### src/rtl/clk_gear_pkg.sv
package clk_gear_pkg;

  localparam int unsigned GEAR_W       = 3;
  localparam int unsigned GEAR_MAXCODE = 4;
  localparam int unsigned PRE_W        = 4;
  localparam int unsigned PRE_MAXCODE  = 9;
  localparam int unsigned MID_W        = 2;
  localparam int unsigned MID_MAXCODE  = 3;

  // A code is usable when it does not exceed the largest defined code.
  function automatic bit code_ok(input int unsigned code, input int unsigned maxc);
    return code <= maxc;
  endfunction

  // Terminal count of a power-of-two divider: 2^code - 1.
  function automatic int unsigned term_count(input int unsigned code);
    return (32'd1 << code) - 32'd1;
  endfunction

endpackage

### src/rtl/gear_field_reg.sv
module gear_field_reg #(
  parameter int unsigned W       = 3,
  parameter int unsigned MAXCODE = 4
) (
  input  logic         clk,
  input  logic         rst_n,
  input  logic         we,
  input  logic [W-1:0] wdata,
  output logic [W-1:0] sel
);
  import clk_gear_pkg::*;

  logic         code_valid;
  logic         take;
  logic [W-1:0] sel_q;

  assign code_valid = code_ok(int'(wdata), MAXCODE);
  assign take       = we && code_valid;

  always_ff @(posedge clk) begin
    if (!rst_n)    sel_q <= '0;
    else if (take) sel_q <= wdata;
  end

  assign sel = sel_q;


  reserved_hold_chk: assert property (@(posedge clk) disable iff (!rst_n)
    (we && !code_valid) |=> $stable(sel_q));


  valid_take_chk: assert property (@(posedge clk) disable iff (!rst_n)
    (we && code_valid) |=> (sel_q == $past(wdata)));


  sel_range_chk: assert property (@(posedge clk) disable iff (!rst_n)
    int'(sel_q) <= int'(MAXCODE));

endmodule

### src/rtl/gear_div_stage.sv
module gear_div_stage #(
  parameter int unsigned W       = 3,
  parameter int unsigned MAXCODE = 4
) (
  input  logic         clk,
  input  logic         rst_n,
  input  logic         adv,
  input  logic [W-1:0] req,
  output logic         strobe,
  output logic [W-1:0] stat
);
  import clk_gear_pkg::*;

  localparam int unsigned CNT_W = (MAXCODE < 1) ? 1 : MAXCODE;

  logic [CNT_W-1:0] cnt_q;
  logic [CNT_W-1:0] lim;
  logic [W-1:0]     stat_q;
  logic             boundary;

  // The limit follows the ratio in effect, never the pending request.
  assign lim      = CNT_W'(term_count(int'(stat_q)));
  assign boundary = adv && (cnt_q == lim);

  always_ff @(posedge clk) begin
    if (!rst_n) begin
      cnt_q  <= '0;
      stat_q <= '0;
    end else if (adv) begin
      if (boundary) begin
        cnt_q  <= '0;
        stat_q <= req;
      end else begin
        cnt_q  <= cnt_q + 1'b1;
      end
    end
  end

  assign strobe = boundary;
  assign stat   = stat_q;


  stat_hold_chk: assert property (@(posedge clk) disable iff (!rst_n)
    !boundary |=> $stable(stat_q));


  stat_take_chk: assert property (@(posedge clk) disable iff (!rst_n)
    boundary |=> (stat_q == $past(req)));


  cnt_bound_chk: assert property (@(posedge clk) disable iff (!rst_n)
    cnt_q <= lim);


  restart_chk: assert property (@(posedge clk) disable iff (!rst_n)
    boundary |=> (cnt_q == '0));

endmodule

### src/rtl/clk_gear_unit.sv
module clk_gear_unit (
  input  logic       clk,
  input  logic       rst_n,
  input  logic       cfg_we,
  input  logic [2:0] cfg_gear,
  input  logic [3:0] cfg_pre,
  input  logic [1:0] cfg_mid,
  output logic [2:0] gear_sel,
  output logic [2:0] gear_stat,
  output logic [3:0] pre_sel,
  output logic [3:0] pre_stat,
  output logic [1:0] mid_sel,
  output logic [1:0] mid_stat,
  output logic       gear_en,
  output logic       pre_en,
  output logic       mid_en
);
  import clk_gear_pkg::*;

  logic gear_tick;
  logic pre_tick;
  logic mid_tick;

  gear_field_reg #(.W(GEAR_W), .MAXCODE(GEAR_MAXCODE)) u_gear_reg (
    .clk(clk), .rst_n(rst_n), .we(cfg_we), .wdata(cfg_gear), .sel(gear_sel));

  gear_field_reg #(.W(PRE_W), .MAXCODE(PRE_MAXCODE)) u_pre_reg (
    .clk(clk), .rst_n(rst_n), .we(cfg_we), .wdata(cfg_pre), .sel(pre_sel));

  gear_field_reg #(.W(MID_W), .MAXCODE(MID_MAXCODE)) u_mid_reg (
    .clk(clk), .rst_n(rst_n), .we(cfg_we), .wdata(cfg_mid), .sel(mid_sel));

  gear_div_stage #(.W(GEAR_W), .MAXCODE(GEAR_MAXCODE)) u_gear_div (
    .clk(clk), .rst_n(rst_n), .adv(1'b1), .req(gear_sel),
    .strobe(gear_tick), .stat(gear_stat));

  gear_div_stage #(.W(PRE_W), .MAXCODE(PRE_MAXCODE)) u_pre_div (
    .clk(clk), .rst_n(rst_n), .adv(1'b1), .req(pre_sel),
    .strobe(pre_tick), .stat(pre_stat));

  // The middle stage counts prescaler strobes, not base cycles.
  gear_div_stage #(.W(MID_W), .MAXCODE(MID_MAXCODE)) u_mid_div (
    .clk(clk), .rst_n(rst_n), .adv(pre_tick), .req(mid_sel),
    .strobe(mid_tick), .stat(mid_stat));

  assign gear_en = gear_tick;
  assign pre_en  = pre_tick;
  assign mid_en  = mid_tick;


  mid_in_pre_chk: assert property (@(posedge clk) disable iff (!rst_n)
    mid_tick |-> pre_tick);


  mid_stat_quiet_chk: assert property (@(posedge clk) disable iff (!rst_n)
    !pre_tick |=> $stable(mid_stat));

endmodule

### config.mk
export PLATFORM = sky130hd
export DESIGN_NAME = clk_gear_unit
export DESIGN_NICKNAME = d
export VERILOG_FILES = /design/src/rtl/clk_gear_pkg.sv /design/src/rtl/gear_field_reg.sv /design/src/rtl/gear_div_stage.sv /design/src/rtl/clk_gear_unit.sv
export SDC_FILE = /design/constraint.sdc
export NUM_CORES = 1
export LEC_CHECK = 0
export BUFFER_PORTS_ARGS = -buffer_cell sky130_fd_sc_hd__buf_2
export CAP_MARGIN = 20
export CORE_UTILIZATION = 30
export CTS_CLUSTER_SIZE = 14
export DETAILED_ROUTE_END_ITERATION = 10
export PLACE_DENSITY_LB_ADDON = 0.1
export SLEW_MARGIN = 10
export SYNTH_ARGS = -nofsm -noshare
export SYNTH_HDL_FRONTEND = slang
export SYNTH_SLANG_ARGS = --single-unit
### constraint.sdc
create_clock -name clk -period 5.08 [get_ports clk]
set_clock_uncertainty 0.05 [all_clocks]
set_input_delay 0.254 -clock clk [delete_from_list [all_inputs] [get_ports clk]]
set_output_delay 0.254 -clock clk [all_outputs]
set_load 0.005 [all_outputs]
==> metrics.md, run 1 <==
| Metric | Value |
|---|---|
| Worst hold path depth | `3` |
| Largest net degree at the start of global routing | `27` |
| Synth area leaders | `dfxtp_1 35%, nand2_1 5.5%, a21oi_1 5.2%` |
| Worst Max-Slew Pin Slew | `just under 800 ps` |
| Startpoint types | `flop` |
| Post-Route Utilization | `a little over a third` |
| Final cycle utilization of the critical path | `76.64%` |
| RSZ-0062 raised after global routing | `no` |
| Slew Limit Headroom | `between 40% and 50%` |
| I/O Buffers | `32` |
| Worst-Skew Late Latency | `~280 ps` |
| Postcts setup bufs | `0` |
| Core Area | `a little over 6000 sq um` |
| Reg2reg path depth | `8` |
| H-tree Lvls | `2` |
| Max-slew violation count | `0` |
| WL final | `around 4.4 mm` |
| Horiz. Die Dim | `82.12 um` |
| Final std cells w/o fill | `340` |
| ANT nets after route | `0` |
| Yosys top cell area share | `between 30% and 40%` |
| Starting Density | `about a third` |
| Finish-stage setup viols | `0` |
| Clock Path Buffers | `2` |
| DRC | `0` |
| Num ports | `33` |
| Post-Synthesis Cells | `237` |
| Yosys reg bits | `34` |
| CTS Buf Count | `5` |
| Fraction of layout cells with a size suffix above 1 | `approximately 18%` |
| GPL Wtd Cong | `around 0.79` |
| EDFF count, synth | `0` |
| Distinct cells, synth | `43` |
| Data required time of the worst path | `between 4000 and 5000 ps` |
| Synthesized net count | `254` |
| Fmax | `between 200 and 300 MHz` |
| Die height | `roughly 80 um` |
| Nets | `281` |
| Vias in the first global route | `approximately 1500` |
| Primary FF master, synth | `dfxtp_1` |
| Post-cts gate resize count | `0` |
| First-pass GRT wire length | `approximately 7.3 mm` |
| Area leader, netlist | `dfxtp_1` |
| CP max FO | `13` |
| DR vias | `1751` |
| Kind of end point of the critical path | `output port` |
| Post-placement setup slack | `1474 ps` |
| FFs w/ async S/R, synth | `0%` |
| Worst hold path type | `primary input to flop` |
| Max_cap viols | `0` |
| Drt pass-1 iters | `4` |
| Die Footprint | `between 6000 and 7000 sq um` |
| Status | `complete, no violations` |
| Total gr overflow | `0` |
| Wirelength per Cell | `approximately 13 um` |
| Row count | `28` |
| Antenna diodes | `0` |
| Post-synthesis sequential area ratio | `about 35%` |
| WP data arrival | `around 3600 ps` |
| CTS Root Cell | `clkbuf_8` |
| Clock sinks | `34` |
| Mapped cell area | `slightly below 2000 sq um` |
| Final HPWL from detailed placement | `3.185 mm` |
| Sum Neg Setup Slack | `0 ps` |
| Initial drt markers | `about 110` |
| Final worst slack | `around 1200 ps` |
| Initial antenna violation count | `0` |
| Area grow syn2layout | `14.42%` |
| GRT Total Usage | `14.38%` |
| Clk pin slew, worst setup/hold paths | `around 70 ps` |
| CTS Hold Bufs | `0` |
| TritonCTS clock tree | `built` |
| Vias/cell | `5.150` |
| Syn avg cell area | `a little over 8 sq um` |
| Placed cells | `332` |
| Crit path time final | `3893 ps` |
| Syn. warnings | `0` |
| Fin. Hold Viols | `0` |
| CP Class | `flop to output port` |
==> critical path, cell delays in order, from the launching register on <==
cell,delay [ps]
dfxtp_1,440
or4_1,590
ha_1,350
nor2b_1,180
o21a_1,190
or3_4,380
a22oi_2,400
and4_1,500
and2b_1,170
buf_2,100
==> flip-flops by register name (all words and copies together) (netlist names) <==
register and count:
u_gear_div.cnt_q 4, u_gear_div.stat 3, u_gear_reg.sel 3, u_mid_div.cnt_q 3, u_mid_div.stat 2, u_mid_reg.sel 2, u_pre_div.cnt_q 9, u_pre_div.stat 4
u_pre_reg.sel 4
==> cells in the mapped netlist (2+ instances only) <==
cell       n
clkbuf_1   5
buf_2      3
and3_1     2
xnor2_1   10
buf_4      2
and4_1     2
o21a_1     2
inv_1      5
a21oi_1   20
buf_6      2
nand2_1   28
nand3_1   14
or4_1      3
xor2_1     7
mux2i_1    8
nor3_1    15
ha_1       5
o21ai_0   16
nor3b_1    2
nor2b_1    5
dfxtp_1   34
nor2_1    20
or3_1      5
nand4b_1   2
or3_4      2
==> layer usage <==
layer | GRT usage [%] | part of all wire, % | up-vias
met5 | 0 | 0 | -
met4 | 5.614 | 1.5 | 0
met3 | 3.077 | 3.1 | 7
met2 | 21.49 | 45 | 29
met1 | 19.97 | 50 | 816
li1 | - | - | 899
==> through the flow <==
stage          instance area (sq um)  hold WS, ps
3_5_place_dp                    2108        417.1
4_1_cts                         2203        155.2
3_3_place_gp                    2108        415.0
5_1_grt                         2203        191.1
6_report                        2203        154.8
2_1_floorplan                   1926        351.4
==> layout make-up <==
cell class                      count  area [sq um]
Timing Repair Buffer               32         160.2
Multi-Input combinational cell    185          1151
Inverter                            6         22.52
Clock buffer                        6         82.58
Clock inverter                      2         12.51
Sequential cell                    34         680.7
Tap cell                           75         93.84
Fill cell                         638          3857
==> cells by family (layout without fill, tap and decap cells) <==
logic type               Yosys count  after routing  synth area share (%)
flip-flops                        34             34                 35.35
XOR/XNOR                          17             17                 7.732
multiplexers                       8              8                 4.159
buffers and inverters             18             46                 4.873
adder cells (fa/ha/maj)            5              5                 3.249
AND/OR/NAND/NOR                  105            105                 28.01
AO/OA/AOI/OAI                     50             50                 16.63
==> placed cells by master, fill, tap and decap left out, drive strengths merged, types with 2 or more instances in the layout <==
cell    synthesis  layout
dfxtp          34      34
buf             7      32
nand2          28      28
nor2           20      20
a21oi          20      20
o21ai          16      16
nor3           15      15
nand3          14      14
xnor2          10      10
mux2i           8       8
xor2            7       7
or3             7       7
clkbuf          5       6
inv             5       5
nor2b           5       5
ha              5       5
or4             3       3
nor3b           2       2
o21a            2       2
and4            2       2
nand4b          2       2
and3            2       2
a22oi           2       2
clkinv          1       2
==> worst paths after layout <==
| check | startpoint | to | slack, ps |
|---|---|---|---|
| worst max-delay path | u_pre_div.stat[0]$_SDFFE_PN0P_ | mid_en | 1190 |
| worst min-delay path | cfg_mid[0] | u_mid_reg.sel[0]$_SDFFE_PN0P_ | 150 |
| worst max register to register | u_pre_div.stat[0]$_SDFFE_PN0P_ | u_pre_div.cnt_q[7]$_SDFF_PP0_ | 1770 |
| worst min register to register | u_mid_reg.sel[0]$_SDFFE_PN0P_ | u_mid_div.stat[0]$_SDFFE_PN0P_ | 430 |
Power of run 1 is left out: the tool's default activity adds up to more than one toggle a clock period on the data nets, which glitch-free logic cannot reach.
==> inputs of run 2 (changes only) <==
ABC_AREA = 1   (was unset)
clock period = 3.5 ns   (was 5.08 ns; I/O delays follow)
==> run 2 against run 1 <==
Effect of this change:
- die area is 1.1% lower
- register-to-register slack lost 470 ps
- design area fell by 0.23%
- worst setup slack lost 190 ps
- wire length shrank 8.3%
- critical path type unchanged
==> metrics.md, run 2 <==
| Metric | Value |
|---|---|
| Fin. Hold Viols | `0 (unchanged)` |
| Finish-stage setup viols | `0 (unchanged)` |
| RSZ-0062 raised after global routing | `no` |
| Synth area leaders | `dfxtp_1 36%, nand2_1 15%, nor2_1 8.3%` |
| Fraction of synthesized area in multiplexers | `0% (-4.2 points)` |
| RR Startpoint | `u_pre_div.stat[1]$_SDFFE_PN0P_` |
| Horiz. Die Dim | `81.67 um (-0.54%)` |
| CP Class | `flop to output port` |
| Syn avg cell area | `6.826 sq um (-16%)` |
| H-tree Lvls | `2 (unchanged)` |
| Vias/cell | `4.440 (-14%)` |
| GRT Total Usage | `13.99% (-0.39 points)` |
| Initial antenna violation count | `0 (unchanged)` |
| FFs w/ async S/R, synth | `0% (unchanged)` |
| Worst hold path depth | `3 (unchanged)` |
| Final std cells w/o fill | `389 (+14%)` |
| Max-slew violation count | `0 (unchanged)` |
| Antenna diodes | `0 (unchanged)` |
| CTS Hold Bufs | `0 (unchanged)` |
| Largest family of logic cells by synthesized area | `simple AND/OR/NAND/NOR gates` |
| Commonest non-fill, non-tap cells in the layout | `76 x nand2_1, 42 x nor2_1, 34 x dfxtp_1, 33 x inv_1, 32 x buf_2` |
| Synthesized net count | `296 (+17%)` |
| M2 GR Usage | `22.58% (+1.1 points)` |
| DRC | `0 (unchanged)` |
| Drt pass-1 iters | `4 (unchanged)` |
| Worst-Skew Late Latency | `280 ps (about the same)` |
| Final HPWL from detailed placement | `3.240 mm (+1.7%)` |
| First-pass GRT wire length | `7.010 mm (-4.3%)` |
| Primary FF master, synth | `dfxtp_1` |
| Core Area | `6026 sq um (-0.58%)` |
| Num ports | `33 (unchanged)` |
| Postcts setup bufs | `0 (unchanged)` |
| ANT nets after route | `0 (unchanged)` |
| Die Footprint | `6670 sq um (-1.1%)` |
| WL final | `4.044 mm (-8.3%)` |
| Pwr dens | `669.4 nW/um^2` |
| Total gr overflow | `0 (unchanged)` |
| TritonCTS clock tree | `built` |
| Largest net degree at the start of global routing | `19 (-30%)` |
| Vias in the first global route | `1645 (+9.9%)` |
| Slew Limit Headroom | `79.32% (+31 points)` |
| Placed cells | `382 (+15%)` |
| Power, Total | `roughly 1.5 mW` |
| Clk pin slew, worst setup/hold paths | `70 ps (about the same)` |
| DR vias | `1727 (-1.4%)` |
| WP data arrival | `2280 ps (-1310 ps)` |
| Clock Path Buffers | `2 (unchanged)` |
| Syn. warnings | `0 (unchanged)` |
| Initial drt markers | `58 (-49%)` |
| GPL Wtd Cong | `0.8029 (+1.8%)` |
| Final cycle utilization of the critical path | `between 70% and 80%` |
| Kind of end point of the critical path | `output port` |
| Reg2reg path depth | `14 (+6)` |
| CP max FO | `12 (-1)` |
| Post-Synthesis Cells | `279 (+18%)` |
| Flip-flop count of the largest register after layout | `9 (unchanged)` |
| CTS Root Cell | `clkbuf_8` |
| Simple-Gate Fraction of Synth Area | `38.04% (+10 points)` |
| Max_cap viols | `0 (unchanged)` |
| Status | `complete, no violations` |
| Commonest non-fill, non-tap cell in the layout | `nand2_1` |
| Area leader, netlist | `dfxtp_1` |
| Startpoint types | `flop` |
| Post-synthesis sequential area ratio | `35.74% (+0.39 points)` |
| Post-synthesis xor/xnor area fraction | `5.519% (-2.2 points)` |
| Nets | `331 (+18%)` |
| Hold Startpoint | `cfg_mid[0]` |
| Crit Reg-Reg Endpoint | `u_pre_div.cnt_q[4]$_SDFF_PP0_` |
| Post-cts gate resize count | `0 (unchanged)` |
| Starting Density | `31.60% (-0.17 points)` |
| Fraction of layout cells with a size suffix above 1 | `18.15% (+0.040 points)` |
| Data required time of the worst path | `3270 ps (-1510 ps)` |
| Crit path time final | `between 2000 and 3000 ps` |
| I/O Buffers | `32 (unchanged)` |
| Die height | `81.67 um (-0.54%)` |
| Row count | `28 (unchanged)` |
| Top post-synthesis cells by count | `76 x nand2_1, 42 x nor2_1, 34 x dfxtp_1` |
| GR Util met1 | `16.81% (-3.2 points)` |
| Count leader, synth | `nand2_1` |
| Peak supply drop | `just over 0.3 mV` |
| Yosys reg bits | `34 (unchanged)` |
| Worst Max-Slew Pin Slew | `310.2 ps (-459.0 ps)` |
| Hold endpoint | `u_mid_reg.sel[0]$_SDFFE_PN0P_` |
| Most Used Layer, Global Route | `met2` |
| Sum Neg Setup Slack | `0 ps (unchanged)` |
| Synth Area in Adders | `3.285% (+0.036 points)` |
| Mapped cell area | `1904 sq um (-1.1%)` |
| Reg with most FFs | `u_pre_div.cnt_q` |
| Worst hold path type | `primary input to flop` |
| Fmax | `roughly 400 MHz` |
| CTS Buf Count | `5 (unchanged)` |
| Reg2Reg Setup Slack | `1300 ps (-470 ps)` |
| Clock sinks | `34 (unchanged)` |
| Yosys top cell area share | `35.74% (+0.39 points)` |
| Hold_ws | `66.90 ps (-87.92 ps)` |
| Compound-Gate Fraction of Synth Area | `7.819% (-8.8 points)` |
| EDFF count, synth | `0 (unchanged)` |
| Wirelength per Cell | `10.40 um (-20%)` |
| Distinct cells, synth | `30 (-30%)` |
| P_leak | `~1.1 nW` |
| Met3 Use GR | `5.556% (+2.5 points)` |
| Area grow syn2layout | `15.44%` |
-- run 2: changes by cell type in the layout (fill, tap and decap cells not counted), sizes merged, moves of 5 or more --
cell   before  now
nor2       20   49
mux2i       8    0
nor2b       5    0
nand2      28   81
a21oi      20   10
nor3       15    2
inv         5   37
or3         7    0
-- run 2: metal layers --
layer	vias up	wire length [um]
met1	739	2004
met3	6	268
met4	0	55
met5	-	0
met2	38	1716
li1	944	-
-- run 2: kinds of logic (layout without fill, tap and decap cells) --
family / after synthesis / after routing
adder cells (fa/ha/maj): 5 / 5
flip-flops: 34 / 34
AND/OR/NAND/NOR: 159 / 159
XOR/XNOR: 12 / 12
AO/OA/AOI/OAI: 27 / 27
buffers and inverters: 42 / 77
-- run 2: per-stage QoR --
stage          util, %  setup slack (ps)  instance area (sq um)
3_3_place_gp     35.15              1318                   2118
5_1_grt          36.48             727.4                   2198
4_1_cts          36.48             978.1                   2198
3_5_place_dp     35.15              1291                   2118
6_report         36.48             994.3                   2198
2_1_floorplan        -              1487                   1904
-- run 2: worst max-delay path by stage --
stage / startpoint / endpoint / slack, ps / cells past startpoint
global route: u_pre_div.stat[1]$_SDFFE_PN0P_ / pre_en / 730 / 14
CTS: u_pre_div.stat[1]$_SDFFE_PN0P_ / pre_en / 980 / 14
detailed placement: u_pre_div.stat[1]$_SDFFE_PN0P_ / u_pre_div.cnt_q[4]$_SDFF_PP0_ / 1290 / 14
floorplan: u_pre_div.stat[1]$_SDFFE_PN0P_ / u_mid_div.cnt_q[1]$_SDFFE_PN0P_ / 1490 / 15
global placement: u_pre_div.stat[0]$_SDFFE_PN0P_ / pre_en / 1320 / 14
finish: u_pre_div.stat[1]$_SDFFE_PN0P_ / pre_en / 990 / 14
-- run 2: area by class of cell --
class | instances | area, sq um
fillers | 689 | 3827
multi-input cells | 203 | 1041
flip-flops and latches | 34 | 680.7
repair buffers | 32 | 160.2
inverters | 38 | 142.6
well taps | 75 | 93.84
clock buffers | 6 | 72.57
clock inverters | 1 | 7.507
-- run 2: where the power goes --
part | total [mW] | switching, mW | internal, mW
registers | 0.503 | 0.0619 | 0.442
clock network | 0.274 | 0.138 | 0.136
logic | 0.694 | 0.424 | 0.271
total | 1.47 | 0.623 | 0.849
-- run 2: worst max-delay path: stages, from the launching register on --
cell,delay (ps)
dfxtp_1,380
nor2_2,220
nand2_1,130
ha_1,310
inv_1,40
nand2_1,50
nand2_1,50
nor2_2,90
nand2_1,70
nor2_2,90
nand2_2,90
nor2_8,110
nand3_4,150
clkinv_1,120
buf_2,110
Note: power is estimated with default switching activity, not from simulation.
==> inputs of run 3 (changes only) <==
clock period = 2.5 ns   (was 3.5 ns; I/O delays follow)
==> run 3 against run 2 <==
Effect of this change:
- combinational power rose by 54%
- non-clock buffer count grew 7
- sequential cell count is the same
- first-iteration DRC count did not move
- sequential share of layout area fell by 1.1 points
- critical endpoint unchanged
- largest power group unchanged
==> metrics.md, run 3 (synthesis gave the netlist of run 2 again) <==
| Metric | Value |
|---|---|
| Status | `complete, no violations` |
| Flip-flop count of the largest register after layout | `9 (unchanged)` |
| Row count | `28 (unchanged)` |
| Slew Limit Headroom | `77.40% (-1.9 points)` |
| I/O Buffers | `32 (unchanged)` |
| Clock sinks | `34 (unchanged)` |
| Final cycle utilization of the critical path | `roughly 93%` |
| DRC | `0 (unchanged)` |
| Pwr dens | `966.7 nW/um^2 (+44%)` |
| Die Footprint | `6670 sq um (unchanged)` |
| DR vias | `1769 (+2.4%)` |
| CP Class | `flop to output port` |
| WL final | `4.245 mm (+5.0%)` |
| Fin. Hold Viols | `0 (unchanged)` |
| RR Startpoint | `u_pre_div.stat[0]$_SDFFE_PN0P_` |
| Worst Max-Slew Pin Slew | `339.1 ps (+28.87 ps)` |
| Slowest cell delay on critical path | `360 ps (-20 ps)` |
| Horiz. Die Dim | `81.67 um (unchanged)` |
| Nets | `338 (+2.1%)` |
| Die height | `81.67 um (unchanged)` |
| WP data arrival | `2150 ps (-130 ps)` |
| Hold Startpoint | `cfg_mid[1]` |
| Finish-stage setup viols | `0 (unchanged)` |
| ANT nets after route | `0 (unchanged)` |
| Vias in the first global route | `1563 (-5.0%)` |
| Sum Neg Setup Slack | `0 ps (unchanged)` |
| Largest net degree at the start of global routing | `19 (unchanged)` |
| Num ports | `33 (unchanged)` |
| Fraction of layout cells with a size suffix above 1 | `21.12% (+3.0 points)` |
| First-pass GRT wire length | `7.196 mm (+2.7%)` |
| Top cell family by delay on the critical path | `simple AND/OR/NAND/NOR gates` |
| Starting Density | `31.60% (unchanged)` |
| Hold endpoint | `u_mid_reg.sel[1]$_SDFFE_PN0P_` |
| Crit Reg-Reg Endpoint | `u_pre_div.cnt_q[4]$_SDFF_PP0_` |
| Fmax | `approximately 430 MHz` |
| Reg with most FFs | `u_pre_div.cnt_q` |
| Placed cells | `384 (+0.52%)` |
| P_leak | `1.142 nW (+4.1%)` |
| Final HPWL from detailed placement | `3.317 mm (+2.4%)` |
| Initial drt markers | `58 (unchanged)` |
| Max_cap viols | `0 (unchanged)` |
| CTS Buf Count | `5 (unchanged)` |
| Total gr overflow | `0 (unchanged)` |
| CP Cell Sequence | `nor2_4, nand2_1, ha_1, inv_1, nand2_1, nand2_1, nor2_2, nand2_1, nor2_2, nand2_2, nor2_8, nand3_4, clkinv_1, buf_2` |
| TritonCTS clock tree | `built` |
| Commonest non-fill, non-tap cells in the layout | `75 x nand2_1, 42 x nor2_1, 33 x inv_1, 33 x dfxtp_1, 32 x buf_2` |
| Area grow syn2layout | `19.91%` |
| Vias/cell | `4.456 (+0.37%)` |
| Data required time of the worst path | `2330 ps (-940 ps)` |
| Post-Route Utilization | `37.89% (+1.4 points)` |
| H-tree Lvls | `2 (unchanged)` |
| CTS Root Cell | `clkbuf_8` |
| Clk pin slew, worst setup/hold paths | `70 ps (about the same)` |
| Worst-Skew Late Latency | `280 ps (about the same)` |
| CP max FO | `6 (-6)` |
| Wirelength per Cell | `10.69 um (+2.9%)` |
| Kind of end point of the critical path | `output port` |
| Buf/Inv on CP | `3 (unchanged)` |
| Crit path top cell by count | `nand2_1` |
| Peak supply drop | `0.4441 mV (+47%)` |
| Clock Path Buffers | `2 (unchanged)` |
| Final std cells w/o fill | `397 (+2.1%)` |
| Antenna diodes | `0 (unchanged)` |
| GPL Wtd Cong | `0.8142 (+1.4%)` |
| Startpoint types | `flop` |
| Worst hold path type | `primary input to flop` |
| Reg2reg path depth | `15 (+1)` |
| Worst hold path depth | `3 (unchanged)` |
| GRT Total Usage | `14.15% (+0.16 points)` |
| Initial antenna violation count | `0 (unchanged)` |
| Crit path time final | `roughly 2300 ps` |
| Commonest non-fill, non-tap cell in the layout | `nand2_1` |
| Drt pass-1 iters | `4 (unchanged)` |
| Reg2Reg Setup Slack | `270 ps (-1030 ps)` |
| Max-slew violation count | `0 (unchanged)` |
| Critical path's slowest cell | `dfxtp_1` |
| Core Area | `6026 sq um (unchanged)` |
[run 3: worst max-delay path by stage]
stage,startpoint,to,slack [ps],cells past startpoint
6_report,u_pre_div.stat[0]$_SDFFE_PN0P_,pre_en,180,14
3_5_place_dp,u_pre_div.stat[1]$_SDFFE_PN0P_,u_pre_div.cnt_q[4]$_SDFF_PP0_,280,14
2_1_floorplan,u_pre_div.stat[1]$_SDFFE_PN0P_,u_mid_div.cnt_q[1]$_SDFFE_PN0P_,490,15
3_3_place_gp,u_pre_div.stat[1]$_SDFFE_PN0P_,u_pre_div.cnt_q[3]$_SDFF_PP0_,340,14
5_1_grt,u_pre_div.stat[3]$_SDFFE_PN0P_,pre_en,-20,14
4_1_cts,u_pre_div.stat[1]$_SDFFE_PN0P_,pre_en,40,14
[run 3: through the flow]
| stage | power [mW] | hold WS, ps | setup WS [ps] | instance area [sq um] |
|---|---|---|---|---|
| final | 2.207 | 13.87 | 176.3 | 2283 |
| after detailed placement | 1.722 | 302.1 | 282.2 | 2133 |
| after global placement | 1.718 | 308.0 | 339.2 | 2133 |
| after global routing | 2.421 | 39.94 | -15.47 | 2283 |
| after floorplan | 1.508 | 209.9 | 486.6 | 1904 |
| after CTS | 2.165 | 3.789 | 39.35 | 2233 |
[run 3: timing repair]
action                                  4_1_cts  5_1_grt
endpoints found under the setup margin        1        2
hold buffers                                  0        0
buffers inserted                              0        5
pin swaps                                     0        1
gates resized for setup                       1        3
gates cloned                                  0        0
endpoints found under the hold margin         0        0
[run 3: worst register-to-register path: cells and delay by family, from the launching register on]
family                   cells  cell delay, ps
adder cells (fa/ha/maj)      1             310
buffers and inverters        2             210
flip-flops                   1             360
AND/OR/NAND/NOR             12            1190
[run 3: layer usage]
metal | wire length [um] | GRT usage (%) | vias up
met2 | 1856 | 23.00 | 40
met1 | 2129 | 18.27 | 768
met4 | 40 | 3.684 | 0
li1 | - | - | 956
met5 | 0 | 0 | -
met3 | 220 | 4.000 | 5
[run 3: where the power goes]
group / internal [mW] / total, mW / switching, mW / leakage [nW]
registers: 0.618 / 0.704 / 0.0854 / 0.278
clock network: 0.221 / 0.432 / 0.211 / 0.0472
logic: 0.438 / 1.07 / 0.634 / 0.816
total: 1.28 / 2.21 / 0.930 / 1.14
[run 3: final cells by class]
| type | count | area (sq um) |
|---|---|---|
| multi-input combinational | 203 | 1057 |
| timing repair buffer | 39 | 212.7 |
| clock inverter | 2 | 12.51 |
| inverter | 38 | 142.6 |
| sequential | 34 | 681.9 |
| clock buffer | 6 | 82.58 |
| tap | 75 | 93.84 |
| fill | 683 | 3742 |
